===== config.mk =====
export PLATFORM = sky130hd
export DESIGN_NAME = gated_period_timer
export DESIGN_NICKNAME = d
export VERILOG_FILES = /design/src/rtl/gated_period_timer.sv
export SDC_FILE = /design/constraint.sdc
export NUM_CORES = 1
export LEC_CHECK = 0
export BUFFER_PORTS_ARGS = -buffer_cell sky130_fd_sc_hd__clkbuf_2
export CORE_MARGIN = 2
export CORE_UTILIZATION = 46
export DETAILED_ROUTE_END_ITERATION = 16
export GPL_TIMING_DRIVEN = 0
export PLACE_DENSITY = 0.68
export SETUP_SLACK_MARGIN = 0.05
export SLEW_MARGIN = 0
export SYNTH_ARGS = -nofsm -noshare
export SYNTH_HDL_FRONTEND = slang
export SYNTH_SLANG_ARGS = --single-unit

===== constraint.sdc =====
create_clock -name clk -period 2 [get_ports clk]
set_input_delay 0.4 -clock clk [delete_from_list [all_inputs] [get_ports clk]]
set_output_delay 0.4 -clock clk [all_outputs]
set_load 0.01 [all_outputs]

===== src/rtl/gated_period_timer.sv =====
module gated_period_timer #(
  parameter int DW  = 16,
  parameter int AW  = 3,
  parameter int PSW = 8
) (
  input  logic          clk,
  input  logic          rst_n,
  input  logic          bus_we,
  input  logic [AW-1:0] bus_addr,
  input  logic [DW-1:0] bus_wdata,
  output logic [DW-1:0] bus_rdata,
  input  logic          gate_in,
  input  logic          ext_clk,
  input  logic          idle_req,
  input  logic          sleep_req,
  output logic          irq
);
  localparam int CW = 7;
  localparam logic [AW-1:0] A_CTRL = AW'(0);
  localparam logic [AW-1:0] A_PRD  = AW'(1);
  localparam logic [AW-1:0] A_CNT  = AW'(2);
  localparam logic [AW-1:0] A_FLG  = AW'(3);
  localparam logic [AW-1:0] A_IE   = AW'(4);

  logic [CW-1:0]  ctrl;
  logic [DW-1:0]  prd, cnt;
  logic [PSW-1:0] pre, ps_lim;
  logic           flag, ie;
  logic [2:0]     gs, es;

  wire wr_ctrl = bus_we && (bus_addr == A_CTRL);
  wire wr_prd  = bus_we && (bus_addr == A_PRD);
  wire wr_cnt  = bus_we && (bus_addr == A_CNT);
  wire wr_flg  = bus_we && (bus_addr == A_FLG);
  wire wr_ie   = bus_we && (bus_addr == A_IE);

  wire on    = ctrl[0];
  wire ext   = ctrl[1];
  wire gated = ctrl[2];
  wire syn   = ctrl[3];
  wire [1:0] psel = ctrl[5:4];
  wire sid   = ctrl[6];

  wire g_lvl  = gs[1];
  wire g_fall = gs[2] & ~gs[1];
  wire e_rise = es[1] & ~es[2];

  wire idle_stop = idle_req && sid;
  wire ext_async = ext && !syn;
  wire active    = on && !idle_stop && (ext_async || !sleep_req);
  wire raw       = ext ? e_rise : (gated ? g_lvl : 1'b1);
  wire step      = active && raw;
  wire tick      = step && (pre == ps_lim);
  wire prd_zero  = (prd == '0);
  wire at_prd    = (cnt == prd);
  wire match     = tick && !prd_zero && at_prd && !wr_cnt;
  wire gate_evt  = active && gated && !ext && g_fall;

  always_comb begin
    case (psel)
      2'd0:    ps_lim = PSW'(0);
      2'd1:    ps_lim = PSW'(7);
      2'd2:    ps_lim = PSW'(63);
      default: ps_lim = PSW'(255);
    endcase
  end

  always_ff @(posedge clk or negedge rst_n) begin
    if (!rst_n) begin
      gs <= '0;
      es <= '0;
    end else begin
      gs <= {gs[1:0], gate_in};
      es <= {es[1:0], ext_clk};
    end
  end

  always_ff @(posedge clk or negedge rst_n) begin
    if (!rst_n) begin
      ctrl <= '0;
      prd  <= '1;
      ie   <= 1'b0;
    end else begin
      if (wr_ctrl) ctrl <= bus_wdata[CW-1:0];
      if (wr_prd)  prd  <= bus_wdata;
      if (wr_ie)   ie   <= bus_wdata[0];
    end
  end

  always_ff @(posedge clk or negedge rst_n) begin
    if (!rst_n)                pre <= '0;
    else if (wr_ctrl || wr_cnt) pre <= '0;
    else if (step)             pre <= tick ? '0 : pre + PSW'(1);
  end

  always_ff @(posedge clk or negedge rst_n) begin
    if (!rst_n)        cnt <= '0;
    else if (wr_cnt)   cnt <= bus_wdata;
    else if (prd_zero) cnt <= '0;
    else if (tick)     cnt <= at_prd ? '0 : cnt + DW'(1);
  end

  always_ff @(posedge clk or negedge rst_n) begin
    if (!rst_n) flag <= 1'b0;
    else        flag <= (wr_flg ? bus_wdata[0] : flag) | match | gate_evt;
  end

  assign irq = flag & ie;

  always_comb begin
    case (bus_addr)
      A_CTRL:  bus_rdata = {{(DW-CW){1'b0}}, ctrl};
      A_PRD:   bus_rdata = prd;
      A_CNT:   bus_rdata = cnt;
      A_FLG:   bus_rdata = {{(DW-1){1'b0}}, flag};
      A_IE:    bus_rdata = {{(DW-1){1'b0}}, ie};
      default: bus_rdata = '0;
    endcase
  end

  // flag is sticky unless software writes its register
  a_r4_flag_sticky: assert property (@(posedge clk) disable iff (!rst_n)
    (flag && !wr_flg) |=> flag);

  // match wraps to zero and raises the flag
  a_r3_wrap_sets_flag: assert property (@(posedge clk) disable iff (!rst_n)
    match |=> (cnt == '0) && flag);

  // a count write lands regardless of ticks
  a_r8_load_wins: assert property (@(posedge clk) disable iff (!rst_n)
    wr_cnt |=> (cnt == $past(bus_wdata)));

  // zero period keeps the count at zero
  a_r9_zero_hold: assert property (@(posedge clk) disable iff (!rst_n)
    (prd_zero && !wr_cnt) |=> (cnt == '0));

  // no count change while halted
  a_r12_halt_stable: assert property (@(posedge clk) disable iff (!rst_n)
    (!active && !wr_cnt && !prd_zero) |=> $stable(cnt));

  // prescaler never passes the selected limit
  a_r6_pre_bound: assert property (@(posedge clk) disable iff (!rst_n)
    (!wr_ctrl && !wr_cnt) |=> (pre <= ps_lim));

  // request falls with the flag
  a_r5_irq_follows: assert property (@(posedge clk) disable iff (!rst_n)
    $fell(flag) |-> !irq);
endmodule


==> summary.txt, run 1 <==
LAYOUT
--------------------------------------------------------------------------------------------------------
Fill cell total of the finished layout                                                               624
Number of antenna cells inserted                                                                       0
Commonest non-fill, non-tap cell in the layout                                                  clkbuf_2
Final nets                                                                                           446
Share of the core filled with cells in the final layout                                            57.8%
Layout-stage area growth over the synthesis result                                                 23.7%
Layout cell share with drive strength beyond 1                                                     36.3%
Leading cell types in the layout, fill and taps excluded                                    clkbuf_2 (42), nor2_1 (36), nand2_1 (36)
Fin cells                                                                                            518

STA
--------------------------------------------------------------------------------------------------------
Final count of pins violating max slew                                                                 0
Number of failing setup endpoints in the final timing report                                           9
Worst relative slew slack                                                                          45.9%
Worst Tran Pin Value                                                                            0.809 ns
Setup slack of the critical path after layout                                                 -0.0239 ns
Final worst hold slack                                                                         0.0164 ns
Final Cycle Share                                                                                   101%
Minimum period implied by the final worst setup slack                                            2.02 ns
Post-Route Skew                                                                                0.0126 ns
Fmax                                                                                           0.494 GHz
Hold violation total from the final report                                                             0
Setup repair after global routing missed its margin                                                 true

FLOORPLANNING
--------------------------------------------------------------------------------------------------------
Number of cell rows                                                                                   31
Core ar.                                                                                        7180 um2
Die span in x                                                                                    89.4 um
Starting density of the core                                                                       46.8%
Number of I/O pins                                                                                    43
Area enclosed by the die boundary                                                               7990 um2
Die Y-Extent                                                                                     89.4 um

ROUTING
--------------------------------------------------------------------------------------------------------
Antenna viol nets, final                                                                               0
Initial DRC Count                                                                                    181
Routed vias/inst                                                                                    5.82
WL final                                                                                         9100 um
Number of design rule violations left after detail routing                                             0
Average routed wire per standard cell                                                            17.6 um
DR pass1 iterations                                                                                    5
Total via count after detailed routing                                                              3015

SYNTHESIS
--------------------------------------------------------------------------------------------------------
Synth top area cells                                                                        dfrtp_1 (29%), dfstp_2 (13%), xnor2_1 (4.7%)
Share of flip-flops with an asynchronous set or reset                                               100%
Number of flops mapped to enable cells by yosys                                                        0
Count of synthesis-stage warnings from yosys                                                           0
Share of Yosys cell area claimed by the top area cell type                                         29.1%
Synthesized area per cell                                                                       9.51 um2
Instance count of the mapped netlist                                                                 353
Unique cell type count in the Yosys netlist                                                           54
Most common flop cell mapped by yosys                                                            dfrtp_1
Library cell with the largest summed area after synthesis                                        dfrtp_1
Mapped cell area                                                                                3360 um2
Seq cells post-synth                                                                                  55
Sequential cell area fraction in the yosys report                                                  41.6%
Synthesized netlist net count                                                                        381

CLOCK TREE
--------------------------------------------------------------------------------------------------------
Clock tree from TritonCTS                                                                           done
Clock root cell                                                                                 clkbuf_8
CTS H-tree depth                                                                                       2
Worst-skew pair later-pin latency                                                                0.32 ns
Post-CTS clock slew at the launch and capture registers of the worst setup and hold paths        0.11 ns
Maximum number of buffers from clock root to sink                                                      2
Total number of clock tree sinks                                                                      55
Cts bufs inserted                                                                                      5
CTS hold repair buffers                                                                                0

SETUP PATH
--------------------------------------------------------------------------------------------------------
End point of the critical path                                                                    cnt[7]
Worst flop-to-flop path startpoint                                                               prd[10]
Worst setup startpoint                                                                           prd[10]
Type of origin of the critical path                                                             register
Length in cells of the worst reg-to-reg path                                                           7
Kind of end point of the critical path                                                          register
Worst Setup Path Type                                                                       register to register
R2r endpoint                                                                                      cnt[7]
Peak fanout along the critical path                                                                    6
Register-to-register setup slack                                                                -0.02 ns
Data required, critical path                                                                     2.21 ns
Worst EP arrival                                                                                 2.23 ns

STATUS
--------------------------------------------------------------------------------------------------------
Violations in the final reports                                                             setup timing
Run status                                                                                  finished with violations

GRT
--------------------------------------------------------------------------------------------------------
Global-route wire length before repair                                                          14200 um
Antenna violations before repair                                                                       0
Overflow left after global routing                                                                     0
Total global-route track usage                                                                     23.4%
Maximum number of pins on one net before global-route repair                                          56
Vias in the first global route                                                                      2800

PLACED DESIGN
--------------------------------------------------------------------------------------------------------
Half-perimeter wire length after placement                                                       6220 um
Port Buf Inserts                                                                                      41
Cells after DPL                                                                                      493
Global placement routability congestion                                                            0.919

POWER
--------------------------------------------------------------------------------------------------------
Ratio of total power to cell area                                                             857 nW/um2
Leakage power figure                                                                          0.00176 uW
Peak ir drop on the vdd network                                                                 0.496 mV

RUN
--------------------------------------------------------------------------------------------------------
Max-cap violations                                                                                     0

HOLD PATH
--------------------------------------------------------------------------------------------------------
Tightest Hold Check Type                                                                    input port to async pin

[power breakdown]
part	total, uW	leakage [uW]	internal, uW	switching (uW)
combinational	1150	0.00105	584	564
sequential	1750	0.000658	1410	346
clock	657	0.0000491	259	399
total	3560	0.00176	2250	1310
[final cells by class]
class                      instances  area [um2]  area share (%)
sequential                        55        1400            33.8
buffer                            20         150            3.62
tap                               99         124            2.98
clock inverter                     3        26.3           0.633
clock buffer                       5        68.8            1.66
timing repair buffer              61         398            9.59
inverter                           3        11.3           0.271
multi-input combinational        272        1970            47.5
[sequential cells by signal (all words and copies together) (netlist names)]
register  cells
cnt          16
ctrl          7
es            3
flag          1
gs            3
ie            1
prd          16
pre           8
[metal layers]
metal	vias to the layer above	wire (um)	track usage, %
met4	0	144	7.46
met1	1484	4010	31.2
met2	117	4430	37.7
met3	13	516	5.54
li1	1401	-	-
met5	-	0	0
[how the worst min path moves through the flow]
stage,start,endpoint,depth (start not counted)
4_1_cts,gate_in,gs[0],1
6_report,rst_n,es[1],1
5_1_grt,rst_n,es[1],1
3_5_place_dp,es[0],es[1],0
3_3_place_gp,gs[0],gs[1],0
2_1_floorplan,rst_n,cnt[0],0
[synthesized netlist by cell type, drive strengths merged (3+ instances only)]
| library cell | number |
|---|---|
| dfrtp | 39 |
| nand2 | 39 |
| nor2 | 39 |
| mux2 | 23 |
| o21ai | 20 |
| xnor2 | 18 |
| a21oi | 16 |
| dfstp | 16 |
| buf | 14 |
| nand3 | 12 |
| a22o | 10 |
| a22oi | 9 |
| clkbuf | 9 |
| o31ai | 9 |
| mux2i | 8 |
| nand4 | 6 |
| a31oi | 5 |
| and3 | 5 |
| nand2b | 5 |
| nor3 | 5 |
| nor4 | 5 |
| and2 | 4 |
| nor2b | 4 |
| o211ai | 4 |
| xor2 | 4 |
| inv | 3 |
[kinds of logic (layout without fill, tap and decap cells)]
family          after synthesis  after routing  share of synthesized area (%)
compound gates               83             83                           17.4
xor+xnor                     22             22                           5.74
fa+ha+maj                     2              2                          0.746
buf+inv                      26             92                           4.10
flops                        55             55                           41.6
mux                          31             31                           10.1
simple gates                134            134                           20.2
[stage by stage]
stage / instance area [um2] / setup WS (ns) / power [uW] / TNS (ns)
after CTS: 3940 / 0.00232 / 3470 / 0
after global placement: 3680 / -0.260 / 2700 / -7.89
after floorplan: 3360 / 0.0818 / 2400 / 0
after global routing: 4150 / -0.0875 / 3780 / -0.766
after detailed placement: 3680 / -0.264 / 2730 / -8.30
final: 4150 / -0.0239 / 3560 / -0.122
[repair_timing]
action,4_1_cts,5_1_grt
setup buffers,8,8
gates resized for setup,24,30
pin swaps,15,12
endpoints found under the setup margin,41,37
cloned,1,2
[critical path: stages (launching register included)]
cell	delay, ns
dfstp_2	0.61
xnor2_2	0.14
nand4_1	0.15
nor4_4	0.33
nand2b_4	0.24
buf_6	0.14
o31ai_1	0.07
a22o_1	0.22
Power figures use the tool's default switching activity.
==> inputs of run 2 (changes only) <==
- BUFFER_PORTS_ARGS: -buffer_cell sky130_fd_sc_hd__clkbuf_2 -> -buffer_cell sky130_fd_sc_hd__buf_2
==> run 2 against run 1 <==
Compared with the run above:
- the run still ends with setup timing left
- sequential share of layout area is 0.41 points lower
- die area stayed put
- non-clock buffer count is 1 lower
- global-route usage is 0.60 points higher
- utilization is 0.51 points higher
- largest cell class unchanged
- largest power group unchanged
==> summary.txt, run 2 (synthesis results as in run 1) <==
STA
--------------------------------------------------------------------------------------------------------
Fmax                                                                                           0.493 GHz
Setup repair after global routing missed its margin                                                 true
Setup tns final                                                                               -0.0329 ns
Post-Route Skew                                                                               0.00965 ns
Final Cycle Share                                                                                   101%
Worst relative slew slack                                                                          18.0%
Worst Tran Pin Value                                                                             1.23 ns
Final count of pins violating max slew                                                                 0
Setup slack of the critical path after layout                                                 -0.0287 ns
Hold violation total from the final report                                                             0
Minimum period implied by the final worst setup slack                                            2.03 ns
Number of failing setup endpoints in the final timing report                                           2

POWER
--------------------------------------------------------------------------------------------------------
Combinational power share                                                                          33.6%
Peak ir drop on the vdd network                                                                 0.365 mV
Leakage power figure                                                                          0.00175 uW
Share of total power in sequential cells                                                           47.9%
Clock network power share                                                                          18.5%
Final Power                                                                                      3620 uW
Internal Power                                                                                   2270 uW
Switching power                                                                                  1350 uW
Switching Fraction                                                                                 37.2%
Ratio of total power to cell area                                                             864 nW/um2

FLOORPLANNING
--------------------------------------------------------------------------------------------------------
Number of I/O pins                                                                                    43
Die span in x                                                                                    89.4 um
Area enclosed by the die boundary                                                               7990 um2
Core ar.                                                                                        7180 um2
Die Y-Extent                                                                                     89.4 um
Number of cell rows                                                                                   31
Starting density of the core                                                                       46.8%

GRT
--------------------------------------------------------------------------------------------------------
Vias in the first global route                                                                      2806
Maximum number of pins on one net before global-route repair                                          56
Global-route wire length before repair                                                          14600 um
Antenna violations before repair                                                                       0
Total global-route track usage                                                                     24.0%
Overflow left after global routing                                                                     0

CLOCK TREE
--------------------------------------------------------------------------------------------------------
Clock root cell                                                                                 clkbuf_8
Worst-skew pair later-pin latency                                                                0.32 ns
Post-CTS clock slew at the launch and capture registers of the worst setup and hold paths        0.11 ns
Maximum number of buffers from clock root to sink                                                      2
Cts bufs inserted                                                                                      5
CTS H-tree depth                                                                                       2
Clock tree from TritonCTS                                                                           done
Total number of clock tree sinks                                                                      55

LAYOUT
--------------------------------------------------------------------------------------------------------
Area of the multi-input gates                                                                   2040 um2
Fill cell total of the finished layout                                                               627
Leading registers by flop count                                                             cnt x16, prd x16, pre x8
Layout cell share with drive strength beyond 1                                                     37.1%
Number of antenna cells inserted                                                                       0
Share of the core filled with cells in the final layout                                            58.3%
Leading cell types in the layout, fill and taps excluded                                    buf_2 (46), dfrtp_1 (38), nand2_1 (36)
Layout-stage area growth over the synthesis result                                                 24.8%
Final nets                                                                                           445
Final instance area                                                                             4190 um2
Area of all sequential standard cells                                                           1400 um2
Commonest non-fill, non-tap cell in the layout                                                     buf_2

ROUTING
--------------------------------------------------------------------------------------------------------
Routed vias/inst                                                                                    5.85
Initial DRC Count                                                                                    186
Antenna viol nets, final                                                                               0
Number of design rule violations left after detail routing                                             0
Average routed wire per standard cell                                                            17.7 um
Total via count after detailed routing                                                              3027
WL final                                                                                         9170 um
DR pass1 iterations                                                                                    6

STATUS
--------------------------------------------------------------------------------------------------------
Violations in the final reports                                                             setup timing
Run status                                                                                  finished with violations

PLACED DESIGN
--------------------------------------------------------------------------------------------------------
Half-perimeter wire length after placement                                                       6310 um
Cell area after placement                                                                       3680 um2
Global placement routability congestion                                                            0.921
Port Buf Inserts                                                                                      41

SETUP PATH
--------------------------------------------------------------------------------------------------------
Kind of end point of the critical path                                                          register
Data required, critical path                                                                     2.21 ns
Peak fanout along the critical path                                                                    7
Register-to-register setup slack                                                                -0.03 ns
Worst Setup Path Type                                                                       register to register
Worst EP arrival                                                                                 2.24 ns
Type of origin of the critical path                                                             register

HOLD PATH
--------------------------------------------------------------------------------------------------------
Tightest Hold Check Type                                                                    input port to register

RUN
--------------------------------------------------------------------------------------------------------
Max-cap violations                                                                                     0

[run 2: changes by cell type in the layout (fill, tap and decap cells not counted), sizes merged]
cell    change
buf        +39
clkbuf     -40
[run 2: final cells by class]
class,instances,share of cell area (%)
plain buffers,20,3.89
clock buffers,5,1.64
clock inverters,3,0.628
inverters,3,0.269
multi-input cells,272,48.7
flip-flops and latches,55,33.4
well taps,99,2.96
repair buffers,60,8.58
[run 2: metrics by stage]
step	hold slack (ns)	setup WS (ns)	std cells
floorplan	0.104	0.0818	353
global route	0.157	-0.110	517
global placement	0.334	-0.262	493
detailed placement	0.335	-0.272	493
finish	0.174	-0.0287	517
CTS	0.169	-0.00412	510
[run 2: path summary, 6_finish.rpt]
path | cells past startpoint | from | end
min in group asynchronous | 1 | rst_n | es[0]
setup / recovery | 7 | ctrl[3] | cnt[8]
setup reg to reg | 7 | ctrl[3] | cnt[8]
max in group asynchronous | 1 | rst_n | cnt[7]
hold reg to reg | 0 | es[0] | es[1]
hold / removal | 1 | gate_in | gs[0]
[run 2: what timing repair did]
action | CTS | global route
pin swaps | 20 | 18
setup buffers | 11 | 7
hold buffers | 0 | 0
endpoints found under the hold margin | 0 | 0
gates resized for setup | 31 | 40
gates cloned | 1 | 0
endpoints found under the setup margin | 41 | 48
[run 2: critical path: stages, from the launching register on]
cell      delay, ns
dfrtp_1        0.39
nand2b_4       0.15
a221oi_4       0.30
nand2_2        0.14
or4_4          0.55
buf_12         0.17
o21ai_4        0.15
a21oi_2        0.07
[run 2: power groups by stage]
| stage | clock [uW] | combinational, uW | sequential, uW |
|---|---|---|---|
| floorplan | 0 | 783 | 1620 |
| global placement | 0 | 996 | 1700 |
| detailed placement | 0 | 1020 | 1720 |
| CTS | 682 | 1100 | 1720 |
| global route | 727 | 1330 | 1780 |
| finish | 668 | 1220 | 1730 |
[run 2: routing by layer]
metal	up-vias	part of all wire, %	global-route usage [%]
li1	1405	-	-
met1	1497	44	33.4
met2	105	48	38.6
met3	20	6.0	3.79
met4	0	2.6	7.19
met5	-	0	0
==> inputs of run 3 (changes only) <==
- CELL_PAD_IN_SITES_DETAIL_PLACEMENT: default -> 0
- CELL_PAD_IN_SITES_GLOBAL_PLACEMENT: default -> 2
- CORE_UTILIZATION: 46 -> 33
- PLACE_DENSITY: 0.68 -> default
- PLACE_DENSITY_LB_ADDON: default -> 0.1
==> run 3 against run 2 <==
Compared with the run above:
- the flow still finishes with violations (setup timing)
- global-route usage is 4.6 points lower
- highest routed layer unchanged
- utilization down 15 points
- setup slack worse by 0.058 ns
- fmax down 2.8%
- sequential share of layout area is 0.13 points lower
- hold slack got worse by 0.048 ns
- clock power hardly changed
- die area grew 37%
- first-iteration DRC count shrank 26%
- clock-buffer cell count stayed put
==> summary.txt, run 3 (synthesis results as in run 1) <==
STATUS
--------------------------------------------------------------------------------------------------------
Run status                                                                                  finished with violations
Violations in the final reports                                                             setup timing

ROUTING
--------------------------------------------------------------------------------------------------------
Average routed wire per standard cell                                                            18.9 um
DR pass1 iterations                                                                                    5
Antenna viol nets, final                                                                               0
Total via count after detailed routing                                                              2891
Number of design rule violations left after detail routing                                             0
Routed vias/inst                                                                                    5.23
Initial DRC Count                                                                                    138
WL final                                                                                        10500 um

FLOORPLANNING
--------------------------------------------------------------------------------------------------------
Starting density of the core                                                                       34.2%
Number of I/O pins                                                                                    43
Die Y-Extent                                                                                      105 um
Number of cell rows                                                                                   36
Die span in x                                                                                     105 um
Area enclosed by the die boundary                                                              11000 um2
Core ar.                                                                                        9820 um2

POWER
--------------------------------------------------------------------------------------------------------
Share of total power in sequential cells                                                           48.8%
Switching Fraction                                                                                 37.7%
Leakage power figure                                                                          0.00177 uW
Internal Power                                                                                   2260 uW
Ratio of total power to cell area                                                             859 nW/um2
Clock network power share                                                                          18.5%
Switching power                                                                                  1370 uW
Peak ir drop on the vdd network                                                                 0.440 mV
Combinational power share                                                                          32.7%

SETUP PATH
--------------------------------------------------------------------------------------------------------
Critical path's largest stage delay                                                              0.41 ns
Kind of end point of the critical path                                                          register
Worst EP arrival                                                                                 2.30 ns
Peak fanout along the critical path                                                                    6
Cell-by-cell listing of the critical path                                                   nor4_1 > and4_2 > nor2_8 > o41ai_4 > buf_4 > buf_2 > o21ai_1 > a22o_1
Worst Setup Path Type                                                                       register to register
Data required, critical path                                                                     2.22 ns
Type of origin of the critical path                                                             register
Delay-heaviest family, CP                                                                   simple AND/OR/NAND/NOR gates
CP bufs+invs                                                                                           2
Slowest cell on the critical path                                                                dfstp_2

GRT
--------------------------------------------------------------------------------------------------------
Total global-route track usage                                                                     19.4%
Overflow left after global routing                                                                     0
Maximum number of pins on one net before global-route repair                                          56
Vias in the first global route                                                                      2912
Antenna violations before repair                                                                       0
Global-route wire length before repair                                                          16800 um

STA
--------------------------------------------------------------------------------------------------------
Final count of pins violating max slew                                                                 0
Final Cycle Share                                                                                   104%
Minimum period implied by the final worst setup slack                                            2.09 ns
Hold violation total from the final report                                                             0
Post-Route Skew                                                                               0.00904 ns
Number of failing setup endpoints in the final timing report                                          16
Setup slack of the critical path after layout                                                 -0.0863 ns
Final worst hold slack                                                                          0.127 ns
Setup repair after global routing missed its margin                                                 true
Worst relative slew slack                                                                          49.9%
Fmax                                                                                           0.479 GHz
Worst Tran Pin Value                                                                            0.752 ns

CLOCK TREE
--------------------------------------------------------------------------------------------------------
Worst-skew pair later-pin latency                                                                0.32 ns
Clock tree from TritonCTS                                                                           done
Cts bufs inserted                                                                                      5
Maximum number of buffers from clock root to sink                                                      2
CTS hold repair buffers                                                                                0
Post-CTS clock slew at the launch and capture registers of the worst setup and hold paths        0.11 ns
CTS H-tree depth                                                                                       2
Clock root cell                                                                                 clkbuf_8
Total number of clock tree sinks                                                                      55

PLACED DESIGN
--------------------------------------------------------------------------------------------------------
Global placement routability congestion                                                            0.806
Half-perimeter wire length after placement                                                       7280 um
Port Buf Inserts                                                                                      41

LAYOUT
--------------------------------------------------------------------------------------------------------
Layout-stage area growth over the synthesis result                                                 26.0%
Number of antenna cells inserted                                                                       0
Commonest non-fill, non-tap cell in the layout                                                     buf_2
Layout cell share with drive strength beyond 1                                                     37.9%
Leading cell types in the layout, fill and taps excluded                                    buf_2 (46), nand2_1 (37), nor2_1 (35)
Leading registers by flop count                                                             cnt x16, prd x16, pre x8
Share of the core filled with cells in the final layout                                            43.1%
Final nets                                                                                           447

HOLD PATH
--------------------------------------------------------------------------------------------------------
Tightest Hold Check Type                                                                    input port to async pin

RUN
--------------------------------------------------------------------------------------------------------
Max-cap violations                                                                                     0

==> run 3: layer usage <==
layer	routed length, um	share of wire (%)	GRT usage (%)
met5	0	0	0
met4	82	0.78	4.19
met3	434	4.1	2.74
met2	4610	44	29.3
met1	5340	51	29.5
==> run 3: layout make-up <==
class | count | area [um2]
repair buffers | 62 | 413
flip-flops and latches | 55 | 1410
fillers | 1049 | 5590
inverters | 3 | 11.3
clock buffers | 5 | 68.8
well taps | 133 | 166
multi-input cells | 272 | 1980
clock inverters | 3 | 23.8
plain buffers | 20 | 160
==> run 3: final timing paths <==
path	slack [ns]	end	depth (start not counted)	start
min in group clk	0.18	es[0]	1	ext_clk
max reg2reg	-0.09	cnt[5]	8	prd[7]
max	-0.09	cnt[5]	8	prd[7]
max in group asynchronous	1.33	ctrl[4]	1	rst_n
min	0.13	pre[2]	1	rst_n
min reg2reg	0.36	es[1]	0	es[0]
==> run 3: power groups by stage <==
stage	logic, uW	clock network (uW)	registers [uW]
2_1_floorplan	783	0	1620
3_3_place_gp	1030	0	1730
3_5_place_dp	1040	0	1740
4_1_cts	1080	692	1750
5_1_grt	1310	737	1820
6_report	1190	671	1770
==> run 3: stage by stage <==
| stage | total power [uW] | TNS (ns) | instances | worst slack [ns] | area [um2] |
|---|---|---|---|---|---|
| floorplan | 2400 | 0 | 353 | 0.0818 | 3360 |
| global placement | 2760 | -11.70 | 527 | -0.340 | 3730 |
| detailed placement | 2780 | -12.42 | 527 | -0.340 | 3730 |
| CTS | 3520 | -0.270 | 542 | -0.0605 | 3960 |
| global route | 3860 | -1.63 | 553 | -0.140 | 4230 |
| finish | 3630 | -0.769 | 553 | -0.0863 | 4230 |
==> run 3: what timing repair did <==
item,in CTS,in global routing
gates cloned,1,2
pin swaps,7,7
endpoints found under the hold margin,0,0
setup buffers,9,9
endpoints found under the setup margin,57,47
resized for setup,23,39
